[config.mk]
export PLATFORM = sky130hd
export DESIGN_NAME = dma_pair_seq
export DESIGN_NICKNAME = d
export VERILOG_FILES = /design/src/rtl/dseq_pkg.sv /design/src/rtl/dseq_latency.sv /design/src/rtl/dseq_engine.sv /design/src/rtl/dseq_arbiter.sv /design/src/rtl/dma_pair_seq.sv
export SDC_FILE = /design/constraint.sdc
export NUM_CORES = 1
export LEC_CHECK = 0
export ABC_AREA = 1
export BUFFER_PORTS_ARGS = -buffer_cell sky130_fd_sc_hd__buf_2
export CAP_MARGIN = 10
export CORE_AREA = 5 5 160 162
export CTS_CLUSTER_DIAMETER = 40
export DETAILED_ROUTE_END_ITERATION = 8
export DIE_AREA = 0 0 165 167
export PLACE_DENSITY_LB_ADDON = 0.25
export SLEW_MARGIN = 20
export SYNTH_ARGS = -nofsm -noshare
export SYNTH_HDL_FRONTEND = slang
export SYNTH_HIERARCHICAL = 1
export SYNTH_SLANG_ARGS = --single-unit
[constraint.sdc]
create_clock -name clk -period 3.9 [get_ports clk]
set_clock_uncertainty 0.2 [all_clocks]
set_input_delay 0.39 -clock clk [delete_from_list [all_inputs] [get_ports clk]]
set_output_delay 0.39 -clock clk [all_outputs]
set_load 0.005 [all_outputs]
[src/rtl/dseq_pkg.sv]
package dseq_pkg;

    typedef enum logic [2:0] {
        ST_IDLE,
        ST_FIFO_BLK,
        ST_BEGIN,
        ST_COPY,
        ST_DONE
    } seq_state_t;

    typedef enum logic [1:0] {
        PREF_NONE,
        PREF_RX,
        PREF_TX
    } pref_t;

    localparam int STAT_W        = 32;
    localparam int STAT_DONE_BIT = 31;
    localparam int STAT_BUSY_BIT = 30;

endpackage

[src/rtl/dseq_latency.sv]
// Modeled copy time: fixed delay plus a factor per started block.
module dseq_latency #(
    parameter int LEN_W     = 16,
    parameter int CNT_W     = 24,
    parameter int DELAY     = 3,
    parameter int FACTOR    = 2,
    parameter int BLK_BYTES = 64
) (
    input  logic [LEN_W-1:0] len_i,
    output logic [CNT_W-1:0] cycles_o
);
    localparam int BLK_SH = $clog2(BLK_BYTES);
    localparam int SUM_W  = LEN_W + 1;

    logic [SUM_W-1:0] rounded;
    logic [CNT_W-1:0] blocks;
    logic [CNT_W-1:0] raw;

    always_comb begin
        rounded  = {1'b0, len_i} + SUM_W'(BLK_BYTES - 1);
        blocks   = CNT_W'(rounded >> BLK_SH);
        raw      = CNT_W'(DELAY) + blocks * CNT_W'(FACTOR);
        cycles_o = (raw == '0) ? CNT_W'(1) : raw;
    end
endmodule

[src/rtl/dseq_engine.sv]
// One copy engine: IDLE -> FIFO_BLK -> BEGIN -> COPY -> DONE -> IDLE.
module dseq_engine
    import dseq_pkg::*;
#(
    parameter bit IS_RX     = 1'b1,
    parameter int DESC_W    = 64,
    parameter int ADDR_W    = 40,
    parameter int LEN_W     = 16,
    parameter int CNT_W     = 24,
    parameter int DELAY     = 3,
    parameter int FACTOR    = 2,
    parameter int BLK_BYTES = 64
) (
    input  logic              clk,
    input  logic              rst_n,
    input  logic              start_i,
    input  logic [DESC_W-1:0] desc_i,
    input  logic              ready_i,
    input  logic [LEN_W-1:0]  pkt_len_i,
    input  logic              grant_i,
    output seq_state_t        state_o,
    output logic [ADDR_W-1:0] addr_o,
    output logic [LEN_W-1:0]  len_o,
    output logic [STAT_W-1:0] status_o,
    output logic              evt_o,
    output logic              end_o,
    output logic              wait_o
);
    seq_state_t        state_q, state_d;
    logic [DESC_W-1:0] desc_q;
    logic [CNT_W-1:0]  cnt_q;
    logic [CNT_W-1:0]  lat;
    logic [STAT_W-1:0] status_q;
    logic [STAT_W-1:0] busy_word;
    logic [STAT_W-1:0] done_word;
    logic [LEN_W-1:0]  desc_len;
    logic [LEN_W-1:0]  copy_len;

    assign desc_len = desc_q[DESC_W-1 -: LEN_W];
    assign addr_o   = desc_q[ADDR_W-1:0];

    // State register
    always_ff @(posedge clk or negedge rst_n) begin
        if (!rst_n) state_q <= ST_IDLE;
        else        state_q <= state_d;
    end

    // Transitions
    always_comb begin
        state_d = state_q;
        unique case (state_q)
            ST_IDLE:     if (start_i)              state_d = ST_FIFO_BLK;
            ST_FIFO_BLK: if (ready_i)              state_d = ST_BEGIN;
            ST_BEGIN:    if (grant_i)              state_d = ST_COPY;
            ST_COPY:     if (cnt_q == CNT_W'(1))   state_d = ST_DONE;
            ST_DONE:                               state_d = ST_IDLE;
            default:                               state_d = ST_IDLE;
        endcase
    end

    // Outputs decoded from state
    always_comb begin
        state_o = state_q;
        evt_o   = (state_q == ST_DONE);
        end_o   = (state_q == ST_COPY) && (cnt_q == CNT_W'(1));
        wait_o  = (state_q == ST_BEGIN);
    end

    // Length rule and completion word depend on the direction
    generate
        if (IS_RX) begin : g_rx
            logic [LEN_W-1:0] plen_q;
            always_ff @(posedge clk or negedge rst_n) begin
                if (!rst_n)                                  plen_q <= '0;
                else if (state_q == ST_FIFO_BLK && ready_i)  plen_q <= pkt_len_i;
            end
            assign copy_len = (desc_len < plen_q) ? desc_len : plen_q;
            always_comb begin
                done_word                = status_q;
                done_word[STAT_DONE_BIT] = 1'b1;
            end
        end else begin : g_tx
            logic unused_pkt_len;
            assign unused_pkt_len = ^pkt_len_i;
            assign copy_len = desc_len;
            always_comb begin
                done_word                = '0;
                done_word[LEN_W-1:0]     = copy_len;
                done_word[STAT_DONE_BIT] = 1'b1;
            end
        end
    endgenerate

    always_comb begin
        busy_word                = '0;
        busy_word[STAT_BUSY_BIT] = 1'b1;
    end

    dseq_latency #(
        .LEN_W     (LEN_W),
        .CNT_W     (CNT_W),
        .DELAY     (DELAY),
        .FACTOR    (FACTOR),
        .BLK_BYTES (BLK_BYTES)
    ) u_lat (
        .len_i    (copy_len),
        .cycles_o (lat)
    );

    // Descriptor, latency counter and status word
    always_ff @(posedge clk or negedge rst_n) begin
        if (!rst_n) begin
            desc_q   <= '0;
            cnt_q    <= '0;
            status_q <= '0;
        end else begin
            if (state_q == ST_IDLE && start_i) begin
                desc_q   <= desc_i;
                status_q <= busy_word;
            end
            if (state_q == ST_BEGIN && grant_i) cnt_q <= lat;
            else if (state_q == ST_COPY)        cnt_q <= cnt_q - CNT_W'(1);
            if (end_o) status_q <= done_word;
        end
    end

    assign len_o    = copy_len;
    assign status_o = status_q;
endmodule

[src/rtl/dseq_arbiter.sv]
// Shared-port grant with completion-driven preference.
module dseq_arbiter
    import dseq_pkg::*;
(
    input  logic       clk,
    input  logic       rst_n,
    input  logic       ext_busy_i,
    input  seq_state_t rx_state_i,
    input  seq_state_t tx_state_i,
    input  logic       rx_end_i,
    input  logic       tx_end_i,
    output logic       grant_rx_o,
    output logic       grant_tx_o
);
    pref_t pref_q;
    logic  port_busy;
    logic  rx_wait;
    logic  tx_wait;

    always_comb begin
        port_busy  = ext_busy_i || (rx_state_i == ST_COPY) || (tx_state_i == ST_COPY);
        rx_wait    = (rx_state_i == ST_BEGIN);
        tx_wait    = (tx_state_i == ST_BEGIN);
        grant_rx_o = rx_wait && !port_busy && !(tx_wait && pref_q == PREF_TX);
        grant_tx_o = tx_wait && !port_busy && !grant_rx_o;
    end

    always_ff @(posedge clk or negedge rst_n) begin
        if (!rst_n) begin
            pref_q <= PREF_NONE;
        end else if (rx_end_i) begin
            pref_q <= tx_wait ? PREF_TX : PREF_NONE;
        end else if (tx_end_i) begin
            pref_q <= rx_wait ? PREF_RX : PREF_NONE;
        end else if ((grant_rx_o && pref_q == PREF_RX) ||
                     (grant_tx_o && pref_q == PREF_TX)) begin
            pref_q <= PREF_NONE;
        end
    end
endmodule

[src/rtl/dma_pair_seq.sv]
module dma_pair_seq
    import dseq_pkg::*;
#(
    parameter int DESC_W    = 64,
    parameter int ADDR_W    = 40,
    parameter int LEN_W     = 16,
    parameter int CNT_W     = 24,
    parameter int WR_DELAY  = 3,
    parameter int WR_FACTOR = 2,
    parameter int RD_DELAY  = 5,
    parameter int RD_FACTOR = 1,
    parameter int BLK_BYTES = 64
) (
    input  logic              clk,
    input  logic              rst_n,
    input  logic              rx_start,
    input  logic [DESC_W-1:0] rx_desc,
    input  logic              rx_pkt_ready,
    input  logic [LEN_W-1:0]  rx_pkt_bytes,
    input  logic              tx_start,
    input  logic [DESC_W-1:0] tx_desc,
    input  logic              tx_room_ready,
    input  logic              dma_port_busy,
    output logic              dma_issue,
    output logic              dma_to_host,
    output logic [ADDR_W-1:0] dma_addr,
    output logic [LEN_W-1:0]  dma_len,
    output logic [STAT_W-1:0] rx_done_word,
    output logic [STAT_W-1:0] tx_done_word,
    output logic              rx_dma_evt,
    output logic              tx_dma_evt
);
    seq_state_t        rx_state, tx_state;
    logic              grant_rx, grant_tx;
    logic              rx_end, tx_end;
    logic              rx_wait, tx_wait;
    logic [ADDR_W-1:0] rx_addr, tx_addr;
    logic [LEN_W-1:0]  rx_len, tx_len;

    dseq_engine #(
        .IS_RX (1'b1), .DESC_W (DESC_W), .ADDR_W (ADDR_W), .LEN_W (LEN_W),
        .CNT_W (CNT_W), .DELAY (WR_DELAY), .FACTOR (WR_FACTOR), .BLK_BYTES (BLK_BYTES)
    ) u_rx (
        .clk (clk), .rst_n (rst_n), .start_i (rx_start), .desc_i (rx_desc),
        .ready_i (rx_pkt_ready), .pkt_len_i (rx_pkt_bytes), .grant_i (grant_rx),
        .state_o (rx_state), .addr_o (rx_addr), .len_o (rx_len),
        .status_o (rx_done_word), .evt_o (rx_dma_evt), .end_o (rx_end), .wait_o (rx_wait)
    );

    dseq_engine #(
        .IS_RX (1'b0), .DESC_W (DESC_W), .ADDR_W (ADDR_W), .LEN_W (LEN_W),
        .CNT_W (CNT_W), .DELAY (RD_DELAY), .FACTOR (RD_FACTOR), .BLK_BYTES (BLK_BYTES)
    ) u_tx (
        .clk (clk), .rst_n (rst_n), .start_i (tx_start), .desc_i (tx_desc),
        .ready_i (tx_room_ready), .pkt_len_i ('0), .grant_i (grant_tx),
        .state_o (tx_state), .addr_o (tx_addr), .len_o (tx_len),
        .status_o (tx_done_word), .evt_o (tx_dma_evt), .end_o (tx_end), .wait_o (tx_wait)
    );

    dseq_arbiter u_arb (
        .clk (clk), .rst_n (rst_n), .ext_busy_i (dma_port_busy),
        .rx_state_i (rx_state), .tx_state_i (tx_state),
        .rx_end_i (rx_end), .tx_end_i (tx_end),
        .grant_rx_o (grant_rx), .grant_tx_o (grant_tx)
    );

    // Shared port request
    always_comb begin
        dma_issue   = grant_rx || grant_tx;
        dma_to_host = grant_rx;
        dma_addr    = grant_tx ? tx_addr : rx_addr;
        dma_len     = grant_tx ? tx_len  : rx_len;
    end

    logic unused_wait;
    assign unused_wait = rx_wait ^ tx_wait;
endmodule

# Yosys cells after proc, flatten, opt, wreduce, memory -nomap -nowiden
# Cells that the tools add are included.
[word_totals]
wordCells = 100
register_bits = 234
[classes]
n_lt_le_gt_ge = 1
mux = 28
reduce_logical = 33
n_eq_ne = 20
bitwise_logic = 1
n_addsub = 6
[ops]
columns = ["cell", "count"]
rows = [
  ["24-bit 2-to-1 mux", 6],
  ["32-bit 2-to-1 mux", 4],
  ["24-bit by 1-bit == test with 1-bit output, second input constant", 2],
  ["24-bit zero test", 2],
  ["24-bit by 1-bit subtractor with 24-bit output, second input constant", 2],
  ["40-bit 2-to-1 mux", 1],
  ["16-bit by 6-bit adder with 17-bit output, second input constant", 2],
  ["16-bit 2-to-1 mux", 2],
  ["3-bit 2-to-1 mux", 8],
  ["3-bit one-hot mux with 4 select lines", 2],
  ["16-bit less-than comparator", 1],
  ["2-bit inequality test, second input constant", 8],
  ["1-bit logical AND", 14],
  ["2-bit by 12-bit adder with 13-bit output, first input constant", 1],
  ["3-bit by 11-bit adder with 12-bit output, first input constant", 1],
  ["3-bit by 2-bit == test with 1-bit output, second input constant", 4],
  ["2-bit 2-to-1 mux", 4],
  ["4-bit AND reduction", 2],
  ["2-bit nonzero test", 4],
  ["3-bit by 1-bit == test with 1-bit output, second input constant", 2],
  ["3-bit == test, second input constant", 2],
  ["3-bit zero test", 2],
  ["1-bit logical OR", 4],
  ["1-bit zero test", 3],
  ["other kinds (6)", 6],
]

# Longest topological paths before layout
# Gate-level depths: netlist of run 1.
[logic_depth]
ltp_word = 13
depth_mapped = 27

# Cells and area by module
# Netlist of run 1, hierarchy kept.
[modules_own_cells]
columns = ["mod", "seq_area_each_um2", "cells_per_inst", "area_each_um2", "instances"]
rows = [
  ["dseq_engine at u_rx", 2527.4, 784, 5880.6, 1],
  ["dseq_engine at u_tx", 2527.4, 611, 4997.3, 1],
  ["dma_pair_seq", 0.0, 183, 716.9, 1],
  ["dseq_latency at u_rx.u_lat", 0.0, 120, 699.4, 1],
  ["dseq_latency at u_tx.u_lat", 0.0, 134, 691.9, 1],
  ["dseq_arbiter", 50.0, 33, 192.7, 1],
]

# Least setup slack after synthesis of run 1
# OpenSTA, ideal clock, no wires.
[synth_path]
path_kind = "flip-flop to flip-flop"
startpoint = "register u_rx.desc_q[53]"
endpoint = "register u_rx.cnt_q[9]"
path_stages_with_launch = 25
setup_time_ps = 121
t_arrival_ps = 3108
slack_ps = 471
required_time_ps = 3579
cell_sequence = "dfrtp_1 > ha_1 > a21oi_1 > nor2_1 > nor3_1 > nand2_1 > nand2_1 > nand2_2 > buf_4 > nand2_1 > nand2_1 > nor2_2 > nand3_4 > nand2_4 > nand2_4 > inv_1 > ha_1 > nand4_2 > nor2_2 > nand2_1 > nand2_1 > nand2_1 > o21ai_0 > o21bai_1 > nand2_1"
[synth_between]
elab_chain_len = 7
[synth_lines]
columns = ["element", "line_no", "source"]
rows = [
  ["from (decl)", "dseq_engine.sv:30", "logic [DESC_W-1:0] desc_q;"],
  ["from (signal assigned)", "dseq_engine.sv:118", "desc_q <= desc_i;"],
  ["16-bit less-than comparator", "dseq_engine.sv:77", "assign copy_len = (desc_len < plen_q) ? desc_len : plen_q;"],
  ["16-bit 2-to-1 mux (*)", "dseq_engine.sv:77", ""],
  ["named net rx_len[5]", "dma_pair_seq.sv:38", "logic [LEN_W-1:0] rx_len, tx_len;"],
  ["16-bit by 6-bit adder with 17-bit output (*)", "dseq_latency.sv:20", "rounded = {1'b0, len_i} + SUM_W'(BLK_BYTES - 1);"],
  ["2-bit by 12-bit adder with 13-bit output (*)", "dseq_latency.sv:22", "raw = CNT_W'(DELAY) + blocks * CNT_W'(FACTOR);"],
  ["24-bit zero test", "dseq_latency.sv:23", "cycles_o = (raw == '0) ? CNT_W'(1) : raw;"],
  ["24-bit 2-to-1 mux (*)", "dseq_latency.sv:23", ""],
  ["named net u_rx.lat[9]", "dseq_engine.sv:32", "logic [CNT_W-1:0] lat;"],
  ["24-bit 2-to-1 mux (*)", "dseq_engine.sv:121", "if (state_q == ST_BEGIN && grant_i) cnt_q <= lat;"],
  ["to (signal assigned)", "dseq_engine.sv:121", ""],
  ["to (signal assigned)", "dseq_engine.sv:122", "else if (state_q == ST_COPY) cnt_q <= cnt_q - CNT_W'(1);"],
  ["to (decl)", "dseq_engine.sv:31", "logic [CNT_W-1:0] cnt_q;"],
]
# Mark *: on every way through the listed nets, which the timed path passes. The rest lies on a longest branch.
# A chain may end at the register's enable or synchronous reset.

# Worst setup path after layout of run 1
[layout_path]
startpoint = "register u_rx.g_rx.plen_q[5]"
endpoint = "register u_rx.cnt_q[9]"
[layout_between]
elab_chain_len = 7
[layout_lines]
columns = ["element", "line_no", "source"]
rows = [
  ["from (decl)", "dseq_engine.sv:72", "logic [LEN_W-1:0] plen_q;"],
  ["from (signal assigned)", "dseq_engine.sv:75", "else if (state_q == ST_FIFO_BLK && ready_i) plen_q <= pkt_len_i;"],
  ["16-bit less-than comparator", "dseq_engine.sv:77", ""],
  ["16-bit 2-to-1 mux (*)", "dseq_engine.sv:77", ""],
  ["named net rx_len[5]", "dma_pair_seq.sv:38", ""],
  ["16-bit by 6-bit adder with 17-bit output (*)", "dseq_latency.sv:20", ""],
  ["2-bit by 12-bit adder with 13-bit output (*)", "dseq_latency.sv:22", ""],
  ["24-bit zero test", "dseq_latency.sv:23", ""],
  ["24-bit 2-to-1 mux (*)", "dseq_latency.sv:23", ""],
  ["named net u_rx.lat[9]", "dseq_engine.sv:32", ""],
  ["24-bit 2-to-1 mux (*)", "dseq_engine.sv:121", ""],
]
# Marks and branches as above.

==> results of run 1 <==
==> stage by stage <==
step                hold slack [ns]  power, mW  utilization [%]
floorplan                    -0.106       7.98                -
global placement              0.248       9.14             57.8
detailed placement            0.260       9.29             57.8
CTS                          0.0879       12.6             68.3
global route                  0.140       13.8             68.4
finish                        0.103       12.8             68.4
==> layout by cell type, fill, tap and decap left out, drive strengths merged, types with 8 or more instances in the layout <==
cell type and n:
a21oi 26, buf 232, clkbuf 39, clkinv 14, conb 70, dfrtp 204
dlygate4sd3 129, ha 21, inv 175, nand2 780, nand3 133, nand3b 9
nand4 31, nor2 160, nor3 8, o211ai 10, o21ai 80, o22ai 9
xor2 13
==> worst reg2reg max path, cell delays in order, from the launching register on <==
cell	delay, ns
dfrtp_1	0.38
inv_1	0.10
ha_1	0.26
a21oi_1	0.15
nor2_1	0.05
nor3_1	0.12
nand2_1	0.07
nand2_1	0.13
nand2_4	0.16
nand2_1	0.10
nand2_1	0.13
nor2_2	0.20
nand3_4	0.12
nand2_4	0.11
nand2_4	0.09
inv_1	0.07
ha_1	0.19
nand4_2	0.17
nor2_4	0.19
nand2_1	0.06
nand2_1	0.06
nand2_1	0.05
o21ai_0	0.13
o21bai_1	0.12
nand2_1	0.06
==> layout make-up <==
class	instances	share of cell area, %
Sequential cell	204	31.1
Antenna cell	1	0.0153
Clock buffer	38	5.47
Timing Repair Buffer	362	15.5
Inverter	175	4.04
Clock inverter	24	1.89
Tap cell	324	2.47
Multi-Input combinational cell	1376	39.5
==> where the power goes <==
| part | switching [mW] | leakage, nW | total, mW | internal [mW] |
|---|---|---|---|---|
| registers | 0.711 | 2.54 | 3.70 | 2.98 |
| logic | 3.84 | 5.85 | 5.92 | 2.08 |
| clock network | 1.13 | 0.581 | 3.16 | 2.03 |
==> what timing repair did <==
action | in CTS | in global routing
endpoints found under the setup margin | 0 | 1
endpoints found under the hold margin | 236 | 0
hold buffers | 129 | 0
resized for setup | 0 | 3
setup buffers | 0 | 3
==> final timing paths <==
path / startpoint / to / slack, ns / cells past startpoint
worst max-delay path: u_rx/g_rx.plen_q[5] / u_rx/cnt_q[9] / 0.32 / 24
worst min-delay path: dma_port_busy / u_arb/pref_q[0] / 0.10 / 5
worst max register to register: u_rx/g_rx.plen_q[5] / u_rx/cnt_q[9] / 0.32 / 24
worst min register to register: u_rx/desc_q[20] / u_rx/desc_q[20] / 0.28 / 2
max in group asynchronous: rst_n / u_tx/desc_q[8] / 2.16 / 3
min in group asynchronous: rst_n / u_rx/desc_q[33] / 0.37 / 2
==> registers in the layout (all words and copies together) (netlist names), 3 cells and up <==
register / flops
u_tx/desc_q: 56
u_rx/desc_q: 56
u_tx/state_o: 3
u_rx/g_rx.plen_q: 16
u_tx/status_o: 18
u_rx/state_o: 3
u_tx/cnt_q: 24
u_rx/cnt_q: 24
==> routing by layer <==
layer	share of wire (%)	global-route usage (%)
met3	8.2	6.30
met4	4.2	12.2
met5	0	0
met1	39	33.7
met2	48	45.4
==> results.sh, run 1 <==
export IMPL_setup_viol=0
export IMPL_viasPerCell=5.15
export IMPL_drt_iter0_drc=954
export IMPL_min_path_type="in2reg"
export IMPL_io_pins=275
export IMPL_rsz0062_at_grt="no"
export IMPL_crit_type="reg2reg"
export IMPL_start_kind="flop"
export IMPL_tightest_slew_ns=0.924
export IMPL_crit_arrival_ns=3.77
export IMPL_remaining_drc_errors=0
export IMPL_power_density_mw_per_mm2=779
export IMPL_syn_area_mm2=0.0132
export IMPL_status="finished, final reports clean"
export IMPL_nFillCells=1964
export IMPL_period_minus_slack_ns=3.58
export IMPL_slew_violations=0
export IMPL_place_area_mm2=0.0139
export IMPL_worstSkewPairLatency_ns=0.52
export IMPL_placementRows=57
export IMPL_cts_tree="built"
export IMPL_syn_inst=1862
export IMPL_core_area_mm2=0.0240
export IMPL_grt_util_all_layers_pct=27.3
export IMPL_relSlewSlack_pct=38.2
export IMPL_path_cells="inv_1, ha_1, a21oi_1, nor2_1, nor3_1, nand2_1, nand2_1, nand2_4, nand2_1, nand2_1, nor2_2, nand3_4, nand2_4, nand2_4, inv_1, ha_1, nand4_2, nor2_4, nand2_1, nand2_1, nand2_1, o21ai_0, o21bai_1, nand2_1"
export IMPL_num_vias=12900
export IMPL_fmax_mhz=280
export IMPL_ant_nets=0
export IMPL_grt_pass1_wl_um=61800
export IMPL_cp_slowest_cell="dfrtp_1"
export IMPL_first_global_vias=12700
export IMPL_nets=2326
export IMPL_crit_fanout=16
export IMPL_cp_slowest_stage_delay_ns=0.38
export IMPL_yosys_warnings=6
export IMPL_finalHoldViolCount=0
export IMPL_cts_num_sinks=204
export IMPL_regArea_mm2=0.00510
export IMPL_drive_gt1_share_pct=18.6
export IMPL_crit_path_end_kind="flop"
export IMPL_routed_wl_um=38200
export IMPL_first_pass_iters=5
export IMPL_wl_per_cell_um=15.3
export IMPL_ir_drop_uv=505
export IMPL_cts_root_buf="clkbuf_16"
export IMPL_antenna_found_initial=1
export IMPL_setup_ws_ns=0.323
export IMPL_post_place_ws_ns=0.228
export IMPL_area_delta_synth_final_pct=24.5
export IMPL_gp_congestion=0.900
export IMPL_die_h_um=167
export IMPL_max_cap_viol_count=0
export IMPL_multiInputGateArea_mm2=0.00647
export IMPL_min_period_over_period_pct=91.7
export IMPL_crit_family="simple AND/OR/NAND/NOR gates"
export IMPL_cts_buffers_inserted=35
export IMPL_fin_cells=2504
export IMPL_place_inst=2309
export IMPL_dieWidth_um=165
export IMPL_ctsHtreeMaxLevel=2
export IMPL_dpl_hpwl_um=24100
export IMPL_portBuffers=214
export IMPL_clk_pin_slew_worst_paths_ns=0.05
export IMPL_p_leak_nw=8.97
export IMPL_fin_area_mm2=0.0164
export IMPL_initial_core_util_pct=54.9
export IMPL_cts_buffer_depth=3
export IMPL_final_setup_tns_ns=0
export IMPL_die_area_mm2=0.0276
export IMPL_worstPathRequired_ns=4.09
export IMPL_gr_total_overflow=0
export IMPL_syn_area_per_cell_um2=7.07
export IMPL_cpMostUsedCell="nand2_1"
export IMPL_grt_max_degree=112
export IMPL_path_buf_inv=2
(Power assumes the default switching activity.)
==> inputs of run 2 (changes only) <==
--- a/config.mk
+++ b/config.mk
@@ -13,7 +13,7 @@
 export DETAILED_ROUTE_END_ITERATION = 8
 export DIE_AREA = 0 0 165 167
 export PLACE_DENSITY_LB_ADDON = 0.25
-export SLEW_MARGIN = 20
+export RECOVER_POWER = 50
 export SYNTH_ARGS = -nofsm -noshare
 export SYNTH_HDL_FRONTEND = slang
 export SYNTH_HIERARCHICAL = 1
==> constraint.sdc (replaced) <==
create_clock -name clk -period 3.9 [get_ports clk]
set_clock_uncertainty 0.2 [all_clocks]
set_input_delay 0 -clock clk [delete_from_list [all_inputs] [get_ports clk]]
set_output_delay 0 -clock clk [all_outputs]
set_load 0.005 [all_outputs]
==> run 2 against run 1 <==
Largest cell class unchanged. Hold slack got worse by 0.069 ns. Routed wire length increased by 1.8%. The flow now finishes with violations (max-capacitance violations, max-slew violations). Critical endpoint unchanged. Global-route usage increased by 0.69 points. Highest routed layer unchanged. Critical path depth decreased by 1.
==> results.sh, run 2 (synthesized netlist as in run 1, its figures left out) <==
export IMPL_crit_type="reg2reg"
export IMPL_first_pass_iters=6
export IMPL_place_inst=2308
export IMPL_crit_family="simple AND/OR/NAND/NOR gates"
export IMPL_p_total_mw=12.8
export IMPL_ir_drop_uv=467
export IMPL_post_place_ws_ns=0.220
export IMPL_cts_buffers_inserted=34
export IMPL_relSlewSlack_pct=-60.0
export IMPL_path_buf_inv=2
export IMPL_area_delta_synth_final_pct=24.5
export IMPL_setup_viol=0
export IMPL_nets=2335
export IMPL_final_common_cell="nand2_1"
export IMPL_start_kind="flop"
export IMPL_worstPathRequired_ns=4.07
export IMPL_dpl_hpwl_um=24200
export IMPL_ctsHtreeMaxLevel=2
export IMPL_viasPerCell=5.16
export IMPL_wl_per_cell_um=15.5
export IMPL_regArea_mm2=0.00510
export IMPL_path_cells="ha_1, a21oi_1, nor2_1, nor3_1, nand2_1, nand2_1, buf_4, nand3_1, nand2_1, nor2_4, nand3_4, nand2_4, xor2_1, inv_1, ha_1, nand4_2, nor2_4, nand2_1, nand2_1, nand2_1, o21ai_0, o21bai_1, nand2_1"
export IMPL_multiInputGateArea_mm2=0.00645
export IMPL_min_period_over_period_pct=93.3
export IMPL_grt_util_all_layers_pct=28.0
export IMPL_worstSkewPairLatency_ns=0.51
export IMPL_setup_ws_ns=0.262
export IMPL_core_area_mm2=0.0240
export IMPL_cts_buffer_depth=3
export IMPL_initial_core_util_pct=54.9
export IMPL_ant_nets=0
export IMPL_portBuffers=214
export IMPL_die_area_mm2=0.0276
export IMPL_placementRows=57
export IMPL_nFillCells=1956
export IMPL_p_leak_nw=8.91
export IMPL_die_h_um=167
export IMPL_clk_pin_slew_worst_paths_ns=0.06
export IMPL_status="finished with violations"
export IMPL_grt_pass1_wl_um=63400
export IMPL_routed_wl_um=38900
export IMPL_cp_slowest_cell="dfrtp_1"
export IMPL_cpMostUsedCell="nand2_1"
export IMPL_crit_path_end_kind="flop"
export IMPL_drt_iter0_drc=1074
export IMPL_antenna_found_initial=2
export IMPL_whs_ns=0.0340
export IMPL_min_path_type="in2reg"
export IMPL_cts_num_sinks=204
export IMPL_fin_cells=2513
export IMPL_gp_congestion=0.892
export IMPL_io_pins=275
export IMPL_grt_max_degree=97
export IMPL_power_density_mw_per_mm2=780
export IMPL_cts_root_buf="clkbuf_16"
export IMPL_cp_slowest_stage_delay_ns=0.39
export IMPL_failed_checks="max-capacitance violations, max-slew violations"
export IMPL_dieWidth_um=165
export IMPL_top_regs="u_rx/desc_q: 56 flops, u_tx/desc_q: 56 flops"
export IMPL_first_global_vias=12800
export IMPL_finalHoldViolCount=0
export IMPL_gr_total_overflow=0
export IMPL_remaining_drc_errors=0
export IMPL_fmax_mhz=275
export IMPL_num_vias=13000
export IMPL_mostFrequentLayoutCells="nand2_1, dfrtp_1, buf_2"
export IMPL_crit_arrival_ns=3.81
export IMPL_max_cap_viol_count=3
export IMPL_crit_fanout=16
export IMPL_cts_tree="built"
export IMPL_tightest_slew_ns=2.40
export IMPL_period_minus_slack_ns=3.64
export IMPL_slew_violations=134
export IMPL_drive_gt1_share_pct=17.2
-- run 2: changes by cell type in the layout (fill, tap and decap cells not counted), moves of 3 or more --
cell,before,now
dlygate4sd3_1,129,138
clkinvlp_4,5,1
buf_2,213,192
nor2_1,129,132
clkbuf_1,2,23
clkbuf_4,0,3
-- run 2: worst paths after layout --
check                                  start                   to  slack (ns)  depth (start not counted)
setup / recovery             u_rx/desc_q[53]        u_rx/cnt_q[9]        0.26                         23
hold / removal                   tx_desc[19]      u_tx/desc_q[19]        0.03                          4
setup reg to reg             u_rx/desc_q[53]        u_rx/cnt_q[9]        0.26                         23
hold reg to reg            u_rx/status_o[30]    u_rx/status_o[30]        0.27                          1
max in group asynchronous              rst_n  u_rx/g_rx.plen_q[9]        0.57                          4
min in group asynchronous              rst_n      u_rx/desc_q[35]        1.05                          3
-- run 2: repair_timing --
item / in CTS / in global routing
setup endpoints to repair: 0 / 2
hold endpoints to repair: 238 / 0
resized for setup: 0 / 4
hold buffers: 138 / 0
setup buffers: 0 / 5
-- run 2: final cells by class --
| class | instances | share of cell area (%) |
|---|---|---|
| diodes | 2 | 0.0305 |
| clock buffers | 39 | 5.49 |
| clock inverters | 21 | 1.78 |
| inverters | 175 | 4.04 |
| multi-input cells | 1376 | 39.3 |
| flip-flops and latches | 204 | 31.1 |
| well taps | 324 | 2.47 |
| repair buffers | 372 | 15.7 |
-- run 2: per-layer routing --
layer	share of wire (%)	track usage, %
met1	39	34.5
met2	48	46.3
met3	9.2	6.65
met4	4.7	13.0
met5	0	0
-- run 2: metrics by stage --
step                utilization (%)  cell area (µm²)  setup TNS (ns)
finish                         68.4            16400               0
global route                   68.4            16400         -0.0366
CTS                            68.4            16400               0
detailed placement             57.7            13800               0
global placement               57.7            13800               0
floorplan                         -            13400               0
-- run 2: report_power, final --
| group | switching, mW | internal (mW) |
|---|---|---|
| combinational | 3.85 | 2.12 |
| clock | 1.07 | 2.06 |
| sequential | 0.706 | 2.99 |
| total | 5.62 | 7.16 |
-- run 2: worst min-delay path, cell delays in order --
cell and delay, ns:
dlygate4sd3_1 0.51, buf_2 0.10, nand2_1 0.04, nand2_1 0.04
==> inputs of run 3 (changes only) <==
--- a/config.mk
+++ b/config.mk
@@ -5,15 +5,16 @@
 export SDC_FILE = /design/constraint.sdc
 export NUM_CORES = 1
 export LEC_CHECK = 0
-export ABC_AREA = 1
+export ABC_AREA = 0
 export BUFFER_PORTS_ARGS = -buffer_cell sky130_fd_sc_hd__buf_2
 export CAP_MARGIN = 10
-export CORE_AREA = 5 5 160 162
+export CORE_AREA = 5 5 154 156
 export CTS_CLUSTER_DIAMETER = 40
 export DETAILED_ROUTE_END_ITERATION = 8
-export DIE_AREA = 0 0 165 167
+export DIE_AREA = 0 0 159 161
 export PLACE_DENSITY_LB_ADDON = 0.25
 export RECOVER_POWER = 50
+export SETUP_SLACK_MARGIN = 0.4
 export SYNTH_ARGS = -nofsm -noshare
 export SYNTH_HDL_FRONTEND = slang
 export SYNTH_HIERARCHICAL = 1
==> run 3 against run 2 <==
The flow finishes with violations (max-capacitance violations, max-slew violations, negative setup slack). Die area is 7.1% lower. Clock power barely moved. Core utilization increased by 3.4 points. Final cell count decreased by 24%. First-iteration DRC count fell by 50%. Synthesized area down 9.5%. Non-clock buffer count increased by 53. Critical path depth down 3. Critical path type unchanged. Critical endpoint is now u_rx/cnt_q[7]. Largest power group is now the clock network.
==> results.sh, run 3 <==
export IMPL_crit_type="reg2reg"
export IMPL_worstPathRequired_ns=4.13
export IMPL_setup_ws_ns=-0.115
export IMPL_clk_pin_slew_worst_paths_ns=0.05
export IMPL_ant_nets=0
export IMPL_start_kind="flop"
export IMPL_whs_ns=0.0163
export IMPL_p_sw_share_pct=31.0
export IMPL_core_area_mm2=0.0222
export IMPL_clkPwrFrac_pct=40.6
export IMPL_fin_area_mm2=0.0160
export IMPL_power_density_mw_per_mm2=482
export IMPL_failed_checks="max-capacitance violations, max-slew violations, negative setup slack"
export IMPL_first_pass_iters=6
export IMPL_num_vias=10400
export IMPL_rsz0062_at_grt="yes"
export IMPL_slew_violations=202
export IMPL_crit_path_end_kind="flop"
export IMPL_yosys_warnings=6
export IMPL_portBuffers=214
export IMPL_status="finished with violations"
export IMPL_combPwrFrac_pct=20.9
export IMPL_top_regs="u_rx/desc_q: 56 flops, u_tx/desc_q: 56 flops"
export IMPL_relSlewSlack_pct=-74.7
export IMPL_p_switching_mw=2.39
export IMPL_grt_max_degree=102
export IMPL_ir_drop_uv=391
export IMPL_setup_viol=3
export IMPL_drive_gt1_share_pct=32.5
export IMPL_nets=1759
export IMPL_routed_wl_um=37300
export IMPL_min_period_over_period_pct=103
export IMPL_die_area_mm2=0.0256
export IMPL_cts_tree="built"
export IMPL_placementRows=55
export IMPL_max_cap_viol_count=3
export IMPL_seqPwrFrac_pct=38.4
export IMPL_gr_total_overflow=0
export IMPL_grt_util_all_layers_pct=26.9
export IMPL_cts_buffers_inserted=36
export IMPL_gp_congestion=0.884
export IMPL_syn_area_per_cell_um2=9.77
export IMPL_period_minus_slack_ns=4.02
export IMPL_cts_buffer_depth=3
export IMPL_wl_per_cell_um=19.6
export IMPL_ctsHtreeMaxLevel=2
export IMPL_crit_arrival_ns=4.25
export IMPL_area_delta_synth_final_pct=34.0
export IMPL_min_path_type="in2reg"
export IMPL_mostFrequentLayoutCells="nand2_1, dfrtp_1, buf_2"
export IMPL_final_common_cell="nand2_1"
export IMPL_crit_fanout=5
export IMPL_fin_util_pct=71.8
export IMPL_final_setup_tns_ns=-0.262
export IMPL_cts_root_buf="clkbuf_16"
export IMPL_cts_num_sinks=204
export IMPL_antenna_found_initial=2
export IMPL_dieWidth_um=159
export IMPL_first_global_vias=10700
export IMPL_syn_inst=1220
export IMPL_syn_area_mm2=0.0119
export IMPL_fmax_mhz=249
export IMPL_place_area_mm2=0.0128
export IMPL_remaining_drc_errors=0
export IMPL_grt_pass1_wl_um=56200
export IMPL_finalHoldViolCount=0
export IMPL_initial_core_util_pct=53.6
export IMPL_p_leak_nw=7.45
export IMPL_p_int_mw=5.31
export IMPL_tightest_slew_ns=2.62
export IMPL_io_pins=275
export IMPL_drt_iter0_drc=542
export IMPL_dpl_hpwl_um=20100
export IMPL_viasPerCell=5.47
export IMPL_worstSkewPairLatency_ns=0.51
export IMPL_die_h_um=161
export IMPL_nFillCells=1501
==> run 3: worst paths after layout <==
path                                     end                  from  depth (start not counted)  slack [ns]
max                            u_rx/cnt_q[7]  u_rx/g_rx.plen_q[14]                         20       -0.12
min                           u_tx/desc_q[2]            tx_desc[2]                          4        0.02
max reg2reg                    u_rx/cnt_q[7]  u_rx/g_rx.plen_q[14]                         20       -0.12
min reg2reg                u_rx/status_o[30]     u_rx/status_o[30]                          1        0.26
max in group asynchronous    u_rx/desc_q[62]                 rst_n                          3        0.52
min in group asynchronous    u_tx/desc_q[27]                 rst_n                          2        0.63
==> run 3: power groups by stage <==
stage	clock (mW)	combinational [mW]	sequential, mW
after floorplan	0	1.04	2.83
after global placement	0	1.31	2.95
after detailed placement	0	1.34	2.96
after CTS	3.15	1.51	2.94
after global routing	3.28	1.78	3.01
final	3.13	1.61	2.96
==> run 3: timing repair <==
| action | in CTS | in global routing |
|---|---|---|
| gates resized for setup | 23 | 33 |
| pin swaps | 19 | 16 |
| endpoints found under the hold margin | 235 | 0 |
| endpoints found under the setup margin | 10 | 24 |
| buffers inserted | 16 | 17 |
| hold buffers | 154 | 0 |
==> run 3: layout make-up <==
cell class / instances / area [µm²] / share of cell area (%)
well taps: 285 / 357 / 2.23
inverters: 30 / 113 / 0.705
repair buffers: 425 / 3060 / 19.1
clock inverters: 22 / 231 / 1.45
clock buffers: 43 / 968 / 6.06
diodes: 2 / 5.00 / 0.0313
multi-input cells: 890 / 6130 / 38.4
flip-flops and latches: 204 / 5100 / 32.0
==> run 3: routing by layer <==
layer,track usage (%),part of all wire (%)
met5,0,0
met4,14.8,6.9
met3,5.89,6.7
met2,46.5,49
met1,31.2,37
==> run 3: critical path, stage by stage, from the launching register on <==
cell and delay [ns]:
dfrtp_1 0.43, inv_2 0.11, ha_4 0.21, and4_4 0.19
buf_4 0.15, a311o_1 0.32, a211oi_4 0.21, buf_6 0.16
buf_6 0.11, mux2_4 0.32, nor4_4 0.31, nand2_2 0.12
buf_6 0.14, nor2_4 0.10, nor2b_4 0.06, ha_4 0.17
maj3_2 0.29, nand4_1 0.08, xnor2_1 0.12, nand2_1 0.06
o21ai_1 0.07
==> run 3: through the flow <==
step	power (mW)	setup slack [ns]	std cells
2_1_floorplan	3.87	0.0406	1285
6_report	7.69	-0.115	1901
4_1_cts	7.60	0.102	1882
3_3_place_gp	4.25	0.0735	1647
3_5_place_dp	4.30	-0.0379	1647
5_1_grt	8.06	-0.254	1901
